$ cat src/rtl/rxc_pkg.sv
package rxc_pkg;

  // Reasons a flush/interrupt pulse is issued in a cycle
  typedef struct packed {
    logic forced;   // software force-flush write
    logic expired;  // countdown reached its end on a tick
    logic bypass;   // zero delay: packet reported at once
  } rxc_fire_t;

  // Counter update chosen each cycle
  typedef enum logic [1:0] {
    RXC_HOLD      = 2'd0,
    RXC_LOAD_RUN  = 2'd1,
    RXC_LOAD_HALT = 2'd2,
    RXC_DEC       = 2'd3
  } rxc_cnt_op_e;

endpackage

$ cat src/rtl/rxc_cfg_reg.sv
module rxc_cfg_reg #(
  parameter int unsigned DLY_W = 16,
  localparam int unsigned REG_W = DLY_W + 1
) (
  input  logic             clk,
  input  logic             rst_n,
  input  logic             wr_en,
  input  logic [REG_W-1:0] wr_data,
  output logic [DLY_W-1:0] dly,
  output logic             force_flush,
  output logic [REG_W-1:0] rd_data
);

  logic [DLY_W-1:0] dly_q;

  always_ff @(posedge clk or negedge rst_n) begin
    if (!rst_n)     dly_q <= '0;
    else if (wr_en) dly_q <= wr_data[DLY_W-1:0];
  end

  // force bit is a strobe only: it is never stored
  assign force_flush = wr_en & wr_data[DLY_W];
  assign dly         = dly_q;
  assign rd_data     = {1'b0, dly_q};

endmodule

$ cat src/rtl/rxc_countdown.sv
module rxc_countdown
  import rxc_pkg::*;
#(
  parameter int unsigned DLY_W = 16
) (
  input  logic             clk,
  input  logic             rst_n,
  input  logic [DLY_W-1:0] dly,
  input  logic             pkt_done,
  input  logic             tick,
  input  logic             abs_expire,
  input  logic             force_flush,
  output logic             expire_now,
  output logic             running,
  output logic [DLY_W-1:0] cnt
);

  localparam logic [DLY_W-1:0] LAST = DLY_W'(1);

  logic        zero_dly;
  rxc_cnt_op_e op;

  assign zero_dly = (dly == '0);

  // cancellation by the absolute timer suppresses a same-cycle expiry
  assign expire_now = running & tick & (cnt == LAST) & ~abs_expire;

  always_comb begin
    if (abs_expire)
      op = RXC_LOAD_HALT;
    else if (expire_now || force_flush)
      op = (pkt_done && !zero_dly) ? RXC_LOAD_RUN : RXC_LOAD_HALT;
    else if (pkt_done)
      op = zero_dly ? RXC_LOAD_HALT : RXC_LOAD_RUN;
    else if (running && tick)
      op = RXC_DEC;
    else
      op = RXC_HOLD;
  end

  always_ff @(posedge clk or negedge rst_n) begin
    if (!rst_n) begin
      cnt     <= '0;
      running <= 1'b0;
    end else begin
      unique case (op)
        RXC_LOAD_RUN:  begin cnt <= dly;      running <= 1'b1; end
        RXC_LOAD_HALT: begin cnt <= dly;      running <= 1'b0; end
        RXC_DEC:       begin cnt <= cnt - LAST;                end
        default:       begin                                   end
      endcase
    end
  end

endmodule

$ cat src/rtl/rxc_irq_out.sv
module rxc_irq_out
  import rxc_pkg::*;
(
  input  logic      clk,
  input  logic      rst_n,
  input  rxc_fire_t fire,
  output logic      flush_req,
  output logic      rx_tmr_irq
);

  logic fire_any;
  assign fire_any = |fire;

  always_ff @(posedge clk or negedge rst_n) begin
    if (!rst_n) begin
      flush_req  <= 1'b0;
      rx_tmr_irq <= 1'b0;
    end else begin
      flush_req  <= fire_any;
      rx_tmr_irq <= fire_any;
    end
  end

endmodule

$ cat src/rtl/rx_coalesce_timer.sv
module rx_coalesce_timer
  import rxc_pkg::*;
#(
  parameter int unsigned DLY_W = 16,
  localparam int unsigned REG_W = DLY_W + 1
) (
  input  logic             clk,
  input  logic             rst_n,
  input  logic             cfg_wr_en,
  input  logic [REG_W-1:0] cfg_wr_data,
  output logic [REG_W-1:0] cfg_rd_data,
  input  logic             pkt_done,
  input  logic             abs_expire,
  input  logic             tick,
  output logic             flush_req,
  output logic             rx_tmr_irq
);

  logic [DLY_W-1:0] dly;
  logic             force_flush;
  logic             expire_now;
  logic             running;
  logic [DLY_W-1:0] cnt;
  rxc_fire_t        fire;

  rxc_cfg_reg #(.DLY_W(DLY_W)) u_cfg (
    .clk        (clk),
    .rst_n      (rst_n),
    .wr_en      (cfg_wr_en),
    .wr_data    (cfg_wr_data),
    .dly        (dly),
    .force_flush(force_flush),
    .rd_data    (cfg_rd_data)
  );

  rxc_countdown #(.DLY_W(DLY_W)) u_cnt (
    .clk        (clk),
    .rst_n      (rst_n),
    .dly        (dly),
    .pkt_done   (pkt_done),
    .tick       (tick),
    .abs_expire (abs_expire),
    .force_flush(force_flush),
    .expire_now (expire_now),
    .running    (running),
    .cnt        (cnt)
  );

  assign fire.forced  = force_flush;
  assign fire.expired = expire_now;
  assign fire.bypass  = pkt_done & (dly == '0);

  rxc_irq_out u_out (
    .clk       (clk),
    .rst_n     (rst_n),
    .fire      (fire),
    .flush_req (flush_req),
    .rx_tmr_irq(rx_tmr_irq)
  );

endmodule

$ cat config.mk
export PLATFORM = sky130hd
export DESIGN_NAME = rx_coalesce_timer
export DESIGN_NICKNAME = d
export VERILOG_FILES = /design/src/rtl/rxc_pkg.sv /design/src/rtl/rxc_cfg_reg.sv /design/src/rtl/rxc_countdown.sv /design/src/rtl/rxc_irq_out.sv /design/src/rtl/rx_coalesce_timer.sv
export SDC_FILE = /design/constraint.sdc
export NUM_CORES = 1
export LEC_CHECK = 0
export CORE_ASPECT_RATIO = 0.7
export CORE_UTILIZATION = 35
export DETAILED_ROUTE_END_ITERATION = 10
export SYNTH_ARGS = -nofsm -noshare
export SYNTH_HDL_FRONTEND = slang
export SYNTH_SLANG_ARGS = --single-unit
$ cat constraint.sdc
create_clock -name clk -period 2.8 [get_ports clk]
set_input_delay 0.56 -clock clk [delete_from_list [all_inputs] [get_ports clk]]
set_output_delay 0.56 -clock clk [all_outputs]
set_load 0.02 [all_outputs]
==> results.toml <==
[run_status]
status = "complete, no violations"

[grt]
grt_pass1_wl_um = 7730
grt_pass1_vias = 1530
grt.total_usage_pct = 18.6
grt_max_degree = 35
overflow = 0
antenna_found_initial = 0

[clock_tree]
cts_buffer_depth = 2
clkSlewWorstSetupHoldPaths_ns = 0.06
cts_buffers = 5
cts_tree = "done"
clk_latency_ns = 0.29
htreeDepth = 2
cts-root-buf = "clkbuf_8"
clock_sinks = 34

[worst_setup_path]
r2r_cells = 10
path_class = "input port to register"
r2r_slack_ns = 0.19
worstPathRequired_ns = 2.97
crit_path_end_kind = "register"
crit_path_start_kind = "input port"
rr_endpoint = "u_cnt.cnt[0]"
critPathMaxFanout = 4
cp_data_arrival_time_ns = 2.87
reg2reg_from = "u_cnt.cnt[1]"

[sta]
setup_viol = 0
finalSetupTns_ns = 0
finClkSkew_ns = 0.00455
rsz0062_at_grt = "false"
finalWorstPathRequiredPeriod_ns = 2.70
drv_slew = 0
hold_slack_ns = 0.499
finalCritPeriodShare_pct = 96.3
setup_ws_ns = 0.103
max_freq_ghz = 0.371
hold_viol = 0

[power_and_ir_drop]
power.density_nw_per_um2 = 560
pwr-share-clk_pct = 29.7
ir_worst_vdd_mv = 0.309
p_leak_uw = 0.00112
p_seq_share_pct = 42.9
switchingPower_uw = 445
p_sw_share_pct = 29.8
p_int_uw = 1050
power_frac_comb_pct = 27.4

[routing]
via_count = 1654
viasPerCell = 5.20
drt-total-wl_um = 4760
first_pass_iters = 5
first_iter_violations = 84
ant_nets = 0
drc = 0
wl_per_cell_um = 15.0

[placed_design]
placedInstanceArea_um2 = 2520
io_buffers = 40
place_worst_setup_slack_ns = -0.310
hpwl_um = 3520
place.gp.congestion = 0.849

[min_path]
hold_depth = 2
hold_path_end = "u_cnt.running"
holdCritPathClass = "register to register"
hold_start = "u_cnt.running"

[logic_synthesis]
yosysWarnings = 0
synth-seq-cells = 34
synth_top_area_share_pct = 46.5
syn_area_um2 = 1830
synth_edf_count = 0
synth_async_sr_flop_share_pct = 100
synth_flop_cell = "dfrtp_1"
syn_inst = 179
syn_avg_cell_area_um2 = 10.2
ys_seq_area_share_pct = 46.5
yosys.area.top_type = "dfrtp_1"
syn-num-nets = 207
synth_common_cells = "34 x dfrtp_1, 15 x mux2_2, 13 x nand2_1, 10 x a21oi_1, 10 x nor2_1"
synth_area_leaders = "dfrtp_1 47%, mux2_2 9.2%, ha_1 3.4%"
post-synth-top-count-cell = "dfrtp_1"
ys_types = 42

[cells_and_area]
antennaDiodeCount = 0
syn_to_final_growth_pct = 45.5
final_area_um2 = 2660
fin_nets = 276
drive_gt1_share_pct = 26.9

[floorplanning]
die_h_um = 62.5
initial_core_util_pct = 37.2
design.core.area_um2 = 4910
io_pins = 42
dieWidth_um = 88.4
die_area_um2 = 5520
rows = 21

[flow_run]
drv_cap = 0
per-layer routing:
layer | vias to the layer above | share of wire (%) | GRT usage, %
met5 | - | 0 | 0
met4 | 0 | 0.88 | 5.65
met3 | 4 | 9.0 | 4.62
met2 | 59 | 40 | 23.6
met1 | 781 | 50 | 30.1
li1 | 810 | - | -
how the worst max path moves through the flow:
stage	from	to	slack, ns	cells after the start
4_1_cts	abs_expire	u_cnt.cnt[14]	0.004	11
3_5_place_dp	abs_expire	u_cnt.cnt[14]	-0.31	11
6_report	abs_expire	u_cnt.cnt[0]	0.10	9
5_1_grt	abs_expire	u_cnt.cnt[2]	0.01	10
2_1_floorplan	abs_expire	u_cnt.cnt[0]	0.07	10
3_3_place_gp	abs_expire	u_cnt.cnt[2]	-0.27	10
area by class of cell:
type | instances | area, µm²
Clock buffer | 7 | 76.3
Inverter | 7 | 26.3
Sequential cell | 34 | 851
Clock inverter | 1 | 30.0
Multi-Input combinational cell | 129 | 933
Tap cell | 69 | 86.3
Fill cell | 471 | 2250
Timing Repair Buffer | 71 | 658
worst max-delay path, stage by stage:
cell,delay (ns)
clkdlybuf4s50_1,0.41
or4b_1,0.47
or3b_4,0.39
o21ai_2,0.16
a21o_1,0.15
ha_2,0.22
nor2_1,0.06
buf_4,0.16
a221o_1,0.28
stage by stage:
| step | total power (µW) | instances | util, % |
|---|---|---|---|
| 2_1_floorplan | 838 | 179 | - |
| 3_3_place_gp | 1040 | 309 | 51.4 |
| 3_5_place_dp | 1050 | 309 | 51.4 |
| 4_1_cts | 1500 | 317 | 53.6 |
| 5_1_grt | 1580 | 318 | 54.2 |
| 6_report | 1490 | 318 | 54.2 |
registers in the layout, summed over array words and instances (netlist names):
signal           flops
u_cfg.dly           16
u_cnt.running        1
u_out.flush_req      1
u_cnt.cnt           16
logic make-up (layout without fill, tap and decap cells):
| group | after synthesis | after routing | synth area share [%] |
|---|---|---|---|
| AOI/OAI and AO/OA | 45 | 45 | 16.5 |
| and+or+nand+nor | 59 | 59 | 18.3 |
| adders and majority gates | 5 | 5 | 3.42 |
| other | 1 | 1 | 0.205 |
| buffers and inverters | 16 | 86 | 3.69 |
| DFF | 34 | 34 | 46.5 |
| muxes | 19 | 19 | 11.4 |
repair_timing:
action / CTS / global route
pin swaps: 0 / 6
hold endpoints to repair: 0 / 0
resized for setup: 1 / 9
hold buffers: 0 / 0
setup endpoints to repair: 1 / 16
setup buffers: 0 / 1
placed cells by master (no fill, tap or decap), types with 3 or more instances in the layout:
cell             instances
a21oi_1                 10
a22oi_1                  4
buf_4                   29
clkbuf_8                 5
clkdlybuf4s50_1         40
dfrtp_1                 34
ha_1                     3
inv_1                    5
mux2_2                  15
mux2i_1                  4
nand2_1                 11
nand3_1                  7
nor2_1                  10
nor3_1                   3
nor4_1                   5
o21ai_0                  6
o22ai_1                  4
o311ai_1                 4
or3_1                    3
or4_1                    3
power by group through the flow:
stage          Combinational [µW]  Sequential, µW  Clock [µW]
3_3_place_gp                  398             645           0
2_1_floorplan                 173             665           0
4_1_cts                       403             639         456
6_report                      409             640         443
3_5_place_dp                  401             647           0
5_1_grt                       449             651         482
Note: power is estimated with default switching activity, not from simulation.
